## src/rtl/tij_pkg.sv

```systemverilog
package tij_pkg;

  localparam int WORD_W = 16;
  localparam int BYTE_W = 8;
  localparam int IDX_W  = 7;
  localparam int PAGE_W = 8;
  localparam int ADDR_W = PAGE_W + WORD_W;

  typedef enum logic [3:0] {
    ST_IDLE,
    ST_RQ_BASE, ST_WT_BASE,
    ST_RQ_PTR,  ST_WT_PTR,
    ST_RQ_IDX,  ST_WT_IDX,
    ST_RQ_ENT,  ST_WT_ENT,
    ST_PAD
  } tij_state_e;

  typedef enum logic [1:0] {
    RD_BASE, RD_PTR, RD_IDX, RD_ENT
  } tij_rd_e;

  // keep the low index bits of the fetched byte and apply the immediate mask
  function automatic logic [IDX_W-1:0] idx_sel(logic [BYTE_W-1:0] raw,
                                               logic [IDX_W-1:0]  msk);
    return raw[IDX_W-1:0] & msk;
  endfunction

  // table base plus doubled index, truncated to the word width
  function automatic logic [WORD_W-1:0] entry_addr(logic [WORD_W-1:0] base,
                                                   logic [IDX_W-1:0]  idx);
    logic [WORD_W-1:0] off;
    off = WORD_W'({idx, 1'b0});
    return base + off;
  endfunction

  // place a 16-bit target into the fixed page
  function automatic logic [ADDR_W-1:0] far_pc(logic [PAGE_W-1:0] page,
                                               logic [WORD_W-1:0] tgt);
    return {page, tgt};
  endfunction

endpackage

```

## src/rtl/tij_timer.sv

```systemverilog
module tij_timer #(
  parameter int LAT = 15
) (
  input  logic clk,
  input  logic rst,
  input  logic accept,
  input  logic busy,
  output logic at_end
);
  localparam int CW = $clog2(LAT);
  localparam logic [CW-1:0] LAST = CW'(LAT - 1);

  logic [CW-1:0] cnt;

  always_ff @(posedge clk) begin
    if (rst) begin
      cnt <= '0;
    end else if (accept) begin
      cnt <= '0;
    end else if (busy && cnt != LAST) begin
      cnt <= cnt + 1'b1;
    end
  end

  assign at_end = busy && (cnt == LAST);
endmodule

```

## src/rtl/tij_fsm.sv

```systemverilog
module tij_fsm
  import tij_pkg::*;
(
  input  logic    clk,
  input  logic    rst,
  input  logic    start,
  input  logic    mem_valid,
  input  logic    at_end,
  output logic    accept,
  output logic    busy,
  output logic    mem_req,
  output logic    cap,
  output tij_rd_e rd_sel,
  output logic    finish,
  output logic    done
);
  tij_state_e state, nxt;
  logic       waiting;

  assign busy    = (state != ST_IDLE);
  assign accept  = (state == ST_IDLE) && start;
  assign finish  = (state == ST_PAD) && at_end;
  assign mem_req = (state == ST_RQ_BASE) || (state == ST_RQ_PTR) ||
                   (state == ST_RQ_IDX)  || (state == ST_RQ_ENT);
  assign waiting = (state == ST_WT_BASE) || (state == ST_WT_PTR) ||
                   (state == ST_WT_IDX)  || (state == ST_WT_ENT);
  assign cap     = waiting && mem_valid;

  always_comb begin
    case (state)
      ST_RQ_PTR, ST_WT_PTR: rd_sel = RD_PTR;
      ST_RQ_IDX, ST_WT_IDX: rd_sel = RD_IDX;
      ST_RQ_ENT, ST_WT_ENT: rd_sel = RD_ENT;
      default:              rd_sel = RD_BASE;
    endcase
  end

  always_comb begin
    nxt = state;
    case (state)
      ST_IDLE:    if (start) nxt = ST_RQ_BASE;
      ST_RQ_BASE: nxt = ST_WT_BASE;
      ST_WT_BASE: if (mem_valid) nxt = ST_RQ_PTR;
      ST_RQ_PTR:  nxt = ST_WT_PTR;
      ST_WT_PTR:  if (mem_valid) nxt = ST_RQ_IDX;
      ST_RQ_IDX:  nxt = ST_WT_IDX;
      ST_WT_IDX:  if (mem_valid) nxt = ST_RQ_ENT;
      ST_RQ_ENT:  nxt = ST_WT_ENT;
      ST_WT_ENT:  if (mem_valid) nxt = ST_PAD;
      ST_PAD:     if (at_end) nxt = ST_IDLE;
      default:    nxt = ST_IDLE;
    endcase
  end

  always_ff @(posedge clk) begin
    if (rst) begin
      state <= ST_IDLE;
      done  <= 1'b0;
    end else begin
      state <= nxt;
      done  <= finish;
    end
  end
endmodule

```

## src/rtl/tij_dp.sv

```systemverilog
module tij_dp
  import tij_pkg::*;
#(
  parameter int                RNUM_W = 8,
  parameter logic [PAGE_W-1:0] PAGE   = 8'hFF
) (
  input  logic              clk,
  input  logic              rst,
  input  logic              accept,
  input  logic              cap,
  input  logic              finish,
  input  logic              mem_req,
  input  tij_rd_e           rd_sel,
  input  logic [RNUM_W-1:0] base_rn,
  input  logic [RNUM_W-1:0] ptr_rn,
  input  logic [IDX_W-1:0]  mask_i,
  input  logic [WORD_W-1:0] rdata,
  output logic [ADDR_W-1:0] mem_addr,
  output logic              mem_word,
  output logic [ADDR_W-1:0] pc,
  output logic [WORD_W-1:0] ent_addr
);
  logic [RNUM_W-1:0] rn_b, rn_p;
  logic [IDX_W-1:0]  msk;
  logic [WORD_W-1:0] base_q, ptr_q, tgt_q;
  logic [IDX_W-1:0]  idx_q;

  always_ff @(posedge clk) begin
    if (rst) begin
      rn_b <= '0;
      rn_p <= '0;
      msk  <= '0;
    end else if (accept) begin
      rn_b <= base_rn;
      rn_p <= ptr_rn;
      msk  <= mask_i;
    end
  end

  always_ff @(posedge clk) begin
    if (rst) begin
      base_q <= '0;
      ptr_q  <= '0;
      idx_q  <= '0;
      tgt_q  <= '0;
    end else if (cap) begin
      case (rd_sel)
        RD_BASE: base_q <= rdata;
        RD_PTR:  ptr_q  <= rdata;
        RD_IDX:  idx_q  <= idx_sel(rdata[BYTE_W-1:0], msk);
        default: tgt_q  <= rdata;
      endcase
    end
  end

  always_ff @(posedge clk) begin
    if (rst) begin
      pc <= '0;
    end else if (finish) begin
      pc <= far_pc(PAGE, tgt_q);
    end
  end

  assign ent_addr = entry_addr(base_q, idx_q);

  always_comb begin
    mem_addr = '0;
    if (mem_req) begin
      case (rd_sel)
        RD_BASE: mem_addr = ADDR_W'(rn_b);
        RD_PTR:  mem_addr = ADDR_W'(rn_p);
        RD_IDX:  mem_addr = ADDR_W'(ptr_q);
        default: mem_addr = far_pc(PAGE, ent_addr);
      endcase
    end
  end

  assign mem_word = mem_req && (rd_sel != RD_IDX);
endmodule

```

## src/rtl/tij_seq.sv

```systemverilog
module tij_seq
  import tij_pkg::*;
#(
  parameter int                LAT    = 15,
  parameter int                RNUM_W = 8,
  parameter logic [PAGE_W-1:0] PAGE   = 8'hFF
) (
  input  logic              clk,
  input  logic              rst,
  input  logic              start,
  input  logic [RNUM_W-1:0] base_rn,
  input  logic [RNUM_W-1:0] ptr_rn,
  input  logic [IDX_W-1:0]  mask,
  output logic              mem_req,
  output logic              mem_word,
  output logic [ADDR_W-1:0] mem_addr,
  input  logic              mem_valid,
  input  logic [WORD_W-1:0] mem_rdata,
  output logic              done,
  output logic [ADDR_W-1:0] pc
);
  logic              accept, busy, cap, finish, at_end;
  tij_rd_e           rd_sel;
  logic [WORD_W-1:0] ent_addr;

  tij_fsm u_fsm (
    .clk(clk), .rst(rst), .start(start), .mem_valid(mem_valid),
    .at_end(at_end), .accept(accept), .busy(busy), .mem_req(mem_req),
    .cap(cap), .rd_sel(rd_sel), .finish(finish), .done(done)
  );

  tij_timer #(.LAT(LAT)) u_timer (
    .clk(clk), .rst(rst), .accept(accept), .busy(busy), .at_end(at_end)
  );

  tij_dp #(.RNUM_W(RNUM_W), .PAGE(PAGE)) u_dp (
    .clk(clk), .rst(rst), .accept(accept), .cap(cap), .finish(finish),
    .mem_req(mem_req), .rd_sel(rd_sel), .base_rn(base_rn), .ptr_rn(ptr_rn),
    .mask_i(mask), .rdata(mem_rdata), .mem_addr(mem_addr),
    .mem_word(mem_word), .pc(pc), .ent_addr(ent_addr)
  );
endmodule

```

## config.mk

```make
export PLATFORM = sky130hd
export DESIGN_NAME = tij_seq
export DESIGN_NICKNAME = d
export VERILOG_FILES = /design/src/rtl/tij_pkg.sv /design/src/rtl/tij_timer.sv /design/src/rtl/tij_fsm.sv /design/src/rtl/tij_dp.sv /design/src/rtl/tij_seq.sv
export SDC_FILE = /design/constraint.sdc
export NUM_CORES = 1
export LEC_CHECK = 0
export ABC_AREA = 1
export BUFFER_PORTS_ARGS = -buffer_cell sky130_fd_sc_hd__buf_2
export CORE_MARGIN = 5
export CORE_UTILIZATION = 50
export CTS_BUF_LIST = sky130_fd_sc_hd__clkbuf_4 sky130_fd_sc_hd__clkbuf_8
export DETAILED_ROUTE_END_ITERATION = 7
export PLACE_DENSITY = 0.73
export SETUP_SLACK_MARGIN = 0.5
export SYNTH_ARGS = -nofsm -noshare
export SYNTH_HDL_FRONTEND = slang
export SYNTH_HIERARCHICAL = 1
export SYNTH_SLANG_ARGS = --single-unit
export TNS_END_PERCENT = 50
```

## constraint.sdc

```tcl
create_clock -name clk -period 5.95 [get_ports clk]
set_input_delay 0.8925 -clock clk [delete_from_list [all_inputs] [get_ports clk]]
set_output_delay 0.8925 -clock clk [all_outputs]
set_load 0.01 [all_outputs]
```

==> results of run 1 <==
[registers in the layout (all words and copies together) (netlist names)]
signal / count
u_dp/ptr_q: 16
u_dp/idx_q: 7
u_fsm/state: 4
u_dp/base_q: 16
u_dp/tgt_q: 16
u_dp/rn_p: 8
u_timer/cnt: 4
u_dp/pc: 17
u_fsm/done: 1
u_dp/msk: 7
u_dp/rn_b: 8
[tightest hold or removal path: stages, from the launching register on]
cell and delay [ps]:
dfxtp_1 310, inv_1 60, a21oi_1 60
[cells in the final DEF, fill, tap and decap left out, types with 2 or more instances in the layout]
cell / n
o2111ai_1: 5
nor2_2: 3
dfxtp_1: 104
buf_2: 93
o21ai_0: 68
o211ai_1: 4
nor2_1: 133
nand2_1: 132
inv_2: 6
nand2_4: 2
a21oi_1: 50
xor2_1: 3
nor2_8: 2
nand3_1: 58
ha_1: 9
nand3b_1: 2
inv_1: 65
nand4_1: 10
nand2_2: 10
nor3_1: 2
a31oi_1: 2
clkbuf_8: 10
buf_4: 3
[metal layers]
layer,share of wire (%),routed length (um),up-vias
met4,1.3,170,0
met5,0,0,-
met2,47,6280,132
met3,5.9,789,14
li1,-,-,2438
met1,46,6070,2205
[layout make-up]
cell class	count	area, um2
well taps	133	166
inverters	72	270
multi-input cells	503	2410
flip-flops and latches	104	2080
fillers	970	4150
clock buffers	11	145
repair buffers	96	488
clock inverters	5	62.6
[worst min path at each step]
stage | start | endpoint | slack [ps] | depth (start not counted)
finish | u_dp/ptr_q[2] | u_dp/ptr_q[2] | 460 | 2
global route | u_dp/ptr_q[6] | u_dp/ptr_q[6] | 490 | 2
CTS | u_dp/ptr_q[1] | u_dp/ptr_q[1] | 460 | 2
detailed placement | u_dp/ptr_q[1] | u_dp/ptr_q[1] | 450 | 2
global placement | u_dp/ptr_q[2] | u_dp/ptr_q[2] | 440 | 2
floorplan | u_dp/tgt_q[15] | u_dp/tgt_q[15] | 430 | 2
[power by group]
group          switching, mW  internal [mW]
Sequential            0.0936          0.813
Clock                  0.252          0.215
Combinational          0.513          0.224
[through the flow]
step | worst slack [ps] | instances | utilization, % | area [um2] | hold slack, ps
floorplan | 3350 | 723 | - | 5020 | 429
global placement | 2970 | 908 | 55.4 | 5420 | 440
detailed placement | 2810 | 908 | 55.4 | 5420 | 447
CTS | 2390 | 924 | 57.5 | 5620 | 461
global route | 2110 | 924 | 57.5 | 5620 | 490
finish | 2390 | 924 | 57.5 | 5620 | 464
==> summary.txt, run 1 <==
Status
  • Status: finished clean

Timing
  • Final period utilization: between 50% and 60%
  • Final hold violations: 0
  • RSZ-0062 raised after global routing: no
  • Post-route setup TNS: 0 ps
  • Slew @ Worst Pin: a little over 900 ps
  • FMAX: 281 MHz
  • Setup violations, final: 0
  • Max-slew violations: 0
  • Layout Skew: 12.5 ps
  • Tmin final: 3560 ps
  • Headroom to the max-slew limit: a little under two fifths

Drt
  • Drt wl/cell: about 14 um
  • DRC: 0
  • 1st-pass router iterations: 5
  • Iteration-0 DRC Markers: 335
  • Drt via density: 5.18
  • DR vias: 4789
  • Final ANT Viol Nets: 0
  • Final wirelength: 13300 um

Finish
  • Share of cells above drive strength 1: 17.6%
  • Nets: 839
  • Area Growth Syn to Fin: 11.9%
  • Antenna Cells: 0

Worst setup path
  • FF-to-FF path depth: 10
  • Worst Setup Path Type: reg -> out
  • Worst r2r dst: u_dp/base_q[3]
  • Worst Path Max Fanout: 16
  • Setup crit start kind: flop
  • Slowest CP cell: nor2_2
  • Critical-path cell list: nor2_2 -> nand2_2 -> inv_1 -> nor2_1 -> nand2_1 -> nand2_2 -> nor2_2 -> nand3_1 -> nand2_1 -> buf_2
  • CP delay by family, top: simple AND/OR/NAND/NOR gates
  • Worst setup EP type: primary output
  • CP endpoint: mem_addr[10]
  • Slowest stage delay, CP: 520 ps
  • Required @ worst endpoint: approximately 5100 ps
  • Reg-to-reg critical path startpoint: u_fsm/state[1]
  • Critical path origin: u_fsm/state[1]
  • R2R Setup Slk: 3490 ps
  • Critical Path AT: ~2700 ps
  • Worst path depth: 10
  • CP Buf/Inv Count: 2

Logic synthesis
  • Synth warn: 6
  • Cells after Synth: 723
  • Post-Syn Nets: 776
  • Syn_area_per_cell: 6.95 um2
  • Cell Area, Synth: 5020 um2

Global route
  • Busiest grt layer: met2
  • Met3 usage: 4.43%
  • Largest net degree at the start of global routing: 65
  • Tot GR Track Use: 22.6%
  • Gr ovfl total: 0
  • First-pass GRT wire length: 21700 um
  • Grt met1 use: 30.7%
  • Initial antenna violation count: 0
  • Number of global-route vias before repair: 4560
  • Met2 Usage GRT: 36.7%

Clocking
  • Clk slew on worst S/H paths: approximately 100 ps
  • Total CTS buffers: 9
  • Bufs on Longest Clock Path: 2
  • Clk sinks: approximately 100
  • Post-CTS Setup Inserts: 0
  • Clk_lat worst skew: 370 ps
  • PostCTS Resize Cnt: 0
  • H-tree levels: 3
  • # hold bufs at CTS: 0
  • CTS tree: built
  • Clock Tree Root: clkbuf_8

Flow run
  • MaxCap Viol Count: 0

Floorplanning
  • Core area: just under 10000 um2
  • Die Y: 110 um
  • IO Count: 94
  • Rows: 36
  • Initial core utilization: 51.4%
  • Die Span X: ~110 um
  • Die area: 12200 um2

Power
  • Peak supply drop: 0.164 mV
  • P per Cell Area: roughly 380 nW/um2
  • Lkg Pwr: 2.72 nW
  • Final Power: roughly 2.1 mW

Hold path
  • HP Class: reg -> reg

Place
  • DPL Wire Length: 9640 um
  • IO Port Bufs: 93
  • Routability cong.: around 0.9
No activity file was read; power rests on OpenSTA's default activity.
==> run 2, diff against run 1 <==
- ABC_AREA: 1 -> 0
- clock period: 5.95 -> 3.7 ns (I/O delays scaled with it)
==> run 2 against run 1 <==
Effect of this change:
- setup slack got worse by 1800 ps
- final cell count decreased by 20%
- register-to-register slack got worse by 2300 ps
- critical endpoint is now mem_addr[5]
- largest cell class unchanged
==> summary.txt, run 2 <==
Status
  • Status: finished clean

Logic synthesis
  • Cell Area, Synth: 4780 um2 (-4.9%)
  • Syn_area_per_cell: 8.76 um2 (+26%)
  • Synth warn: 6 (unchanged)
  • Cells after Synth: 546 (-24%)
  • Post-Syn Nets: 599 (-23%)

Drt
  • Final ANT Viol Nets: 0 (unchanged)
  • Drt via density: 5.35 (+3.3%)
  • 1st-pass router iterations: 5 (unchanged)
  • Iteration-0 DRC Markers: 230 (-31%)
  • DRC: 0 (unchanged)
  • DR vias: 3971 (-17%)
  • Drt wl/cell: 15.3 um (+6.2%)
  • Final wirelength: 11400 um (-15%)

Worst setup path
  • Critical-path cell list: ha_1 -> fa_2 -> a211oi_4 -> nor2_1 -> xor2_1 -> mux4_1 -> and2_1 -> buf_2
  • Worst Path Max Fanout: 3 (-13)
  • CP delay by family, top: adder cells
  • Worst setup EP type: primary output
  • Critical Path AT: 2550 ps (-120 ps)
  • Required @ worst endpoint: 3140 ps (-1920 ps)
  • Slowest CP cell: mux4_1
  • CP Buf/Inv Count: 1 (-1)
  • Setup crit start kind: flop
  • Slowest stage delay, CP: 470 ps (-50 ps)
  • Worst Setup Path Type: reg -> out

Clocking
  • Clock Tree Root: clkbuf_8
  • Total CTS buffers: 9 (unchanged)
  • H-tree levels: 3 (unchanged)
  • Clk slew on worst S/H paths: 110 ps (about the same)
  • CTS tree: built
  • Bufs on Longest Clock Path: 2 (unchanged)
  • # hold bufs at CTS: 0 (unchanged)
  • Clk sinks: 104 (unchanged)
  • Clk_lat worst skew: 360 ps (about the same)

Timing
  • Post-route setup TNS: 0 ps (unchanged)
  • Final period utilization: 84.0%
  • Max-slew violations: 0 (unchanged)
  • FMAX: roughly 320 MHz
  • Min Hold Slack: 417 ps (-47.3 ps)
  • RSZ-0062 raised after global routing: no
  • Setup violations, final: 0 (unchanged)
  • Final hold violations: 0 (unchanged)
  • Layout Skew: 10.2 ps (-2.35 ps)
  • Headroom to the max-slew limit: 31.4% (-6.7 points)
  • Tmin final: 3110 ps
  • Slew @ Worst Pin: 1020 ps (+97.9 ps)

Finish
  • Non-filler cells, final: 742 (-20%)
  • Area Growth Syn to Fin: 13.3%
  • Nets: 661 (-21%)
  • Share of cells above drive strength 1: 23.3% (+5.8 points)
  • Largest reg by FF count: u_dp/pc
  • Most common cell after layout, fill and taps aside: nand2_1
  • Antenna Cells: 0 (unchanged)
  • Largest register FFs: 17 (unchanged)
  • Most frequent cells in the layout: 112 x nand2_1, 102 x dfxtp_1, 93 x buf_2, 62 x a21oi_1, 47 x nor2_1

Global route
  • Tot GR Track Use: 19.5% (-3.1 points)
  • First-pass GRT wire length: 18200 um (-16%)
  • Initial antenna violation count: 0 (unchanged)
  • Number of global-route vias before repair: 3746 (-18%)
  • Largest net degree at the start of global routing: 46 (-29%)
  • Gr ovfl total: 0 (unchanged)

Floorplanning
  • Initial core utilization: 51.5% (+0.088 points)
  • Die area: 11600 um2 (-4.4%)
  • IO Count: 94 (unchanged)
  • Rows: 35 (-2.8%)
  • Core area: 9280 um2 (-5.0%)
  • Die Span X: 108 um (-2.2%)
  • Die Y: 108 um (-2.2%)

Place
  • Placed Cells: 725 (-20%)
  • Routability cong.: 0.886 (-1.4%)
  • IO Port Bufs: 93 (unchanged)
  • DPL Wire Length: 8160 um (-15%)

Power
  • Lkg Pwr: 2.22 nW (-18%)
  • P per Cell Area: 467 nW/um2 (+24%)
  • Peak supply drop: 0.242 mV (+48%)

Flow run
  • MaxCap Viol Count: 0 (unchanged)

Hold path
  • HP Class: in -> reg
run 2: tightest hold or removal path, stage by stage:
cell and delay (ps):
buf_2 70, mux2i_1 50, nor2_1 70
run 2: report_power, final:
part	internal, mW	switching [mW]	total (mW)
Combinational	0.220	0.285	0.505
Sequential	1.20	0.0776	1.28
Clock	0.327	0.420	0.748
run 2: layout make-up:
cell class / instances / area, um2
repair buffers: 102 / 533
multi-input cells: 388 / 2410
fillers: 835 / 3870
flip-flops and latches: 104 / 2080
well taps: 129 / 161
clock inverters: 7 / 87.6
inverters: 3 / 11.3
clock buffers: 9 / 124
run 2: worst paths after layout:
check                 startpoint               to  slack [ps]  cells after the start
setup / recovery  u_dp/base_q[1]      mem_addr[5]         590                      8
hold / removal           mask[0]      u_dp/msk[0]         420                      3
setup reg to reg  u_fsm/state[3]  u_dp/base_q[10]        1190                      7
hold reg to reg   u_dp/ptr_q[15]   u_dp/ptr_q[15]         460                      2
run 2: timing repair:
item | 4_1_cts | 5_1_grt
setup buffers | 0 | 1
pin swaps | 0 | 1
gates resized for setup | 3 | 5
cloned | 0 | 0
hold endpoints to repair | 0 | 0
setup endpoints to repair | 11 | 22
run 2: metal layers:
layer  wire, um  track usage [%]
met1       5220             26.1
met2       5250             31.7
met3        766             4.80
met4        119             4.69
met5          0                0
run 2: stage by stage:
| stage | total power [mW] | util (%) | setup WS, ps | area [um2] |
|---|---|---|---|---|
| 2_1_floorplan | 1.67 | - | 1120 | 4780 |
| 3_3_place_gp | 1.77 | 55.7 | 934 | 5170 |
| 3_5_place_dp | 1.80 | 55.7 | 807 | 5170 |
| 4_1_cts | 2.55 | 58.1 | 475 | 5400 |
| 5_1_grt | 2.66 | 58.3 | 513 | 5420 |
| 6_report | 2.53 | 58.3 | 590 | 5420 |
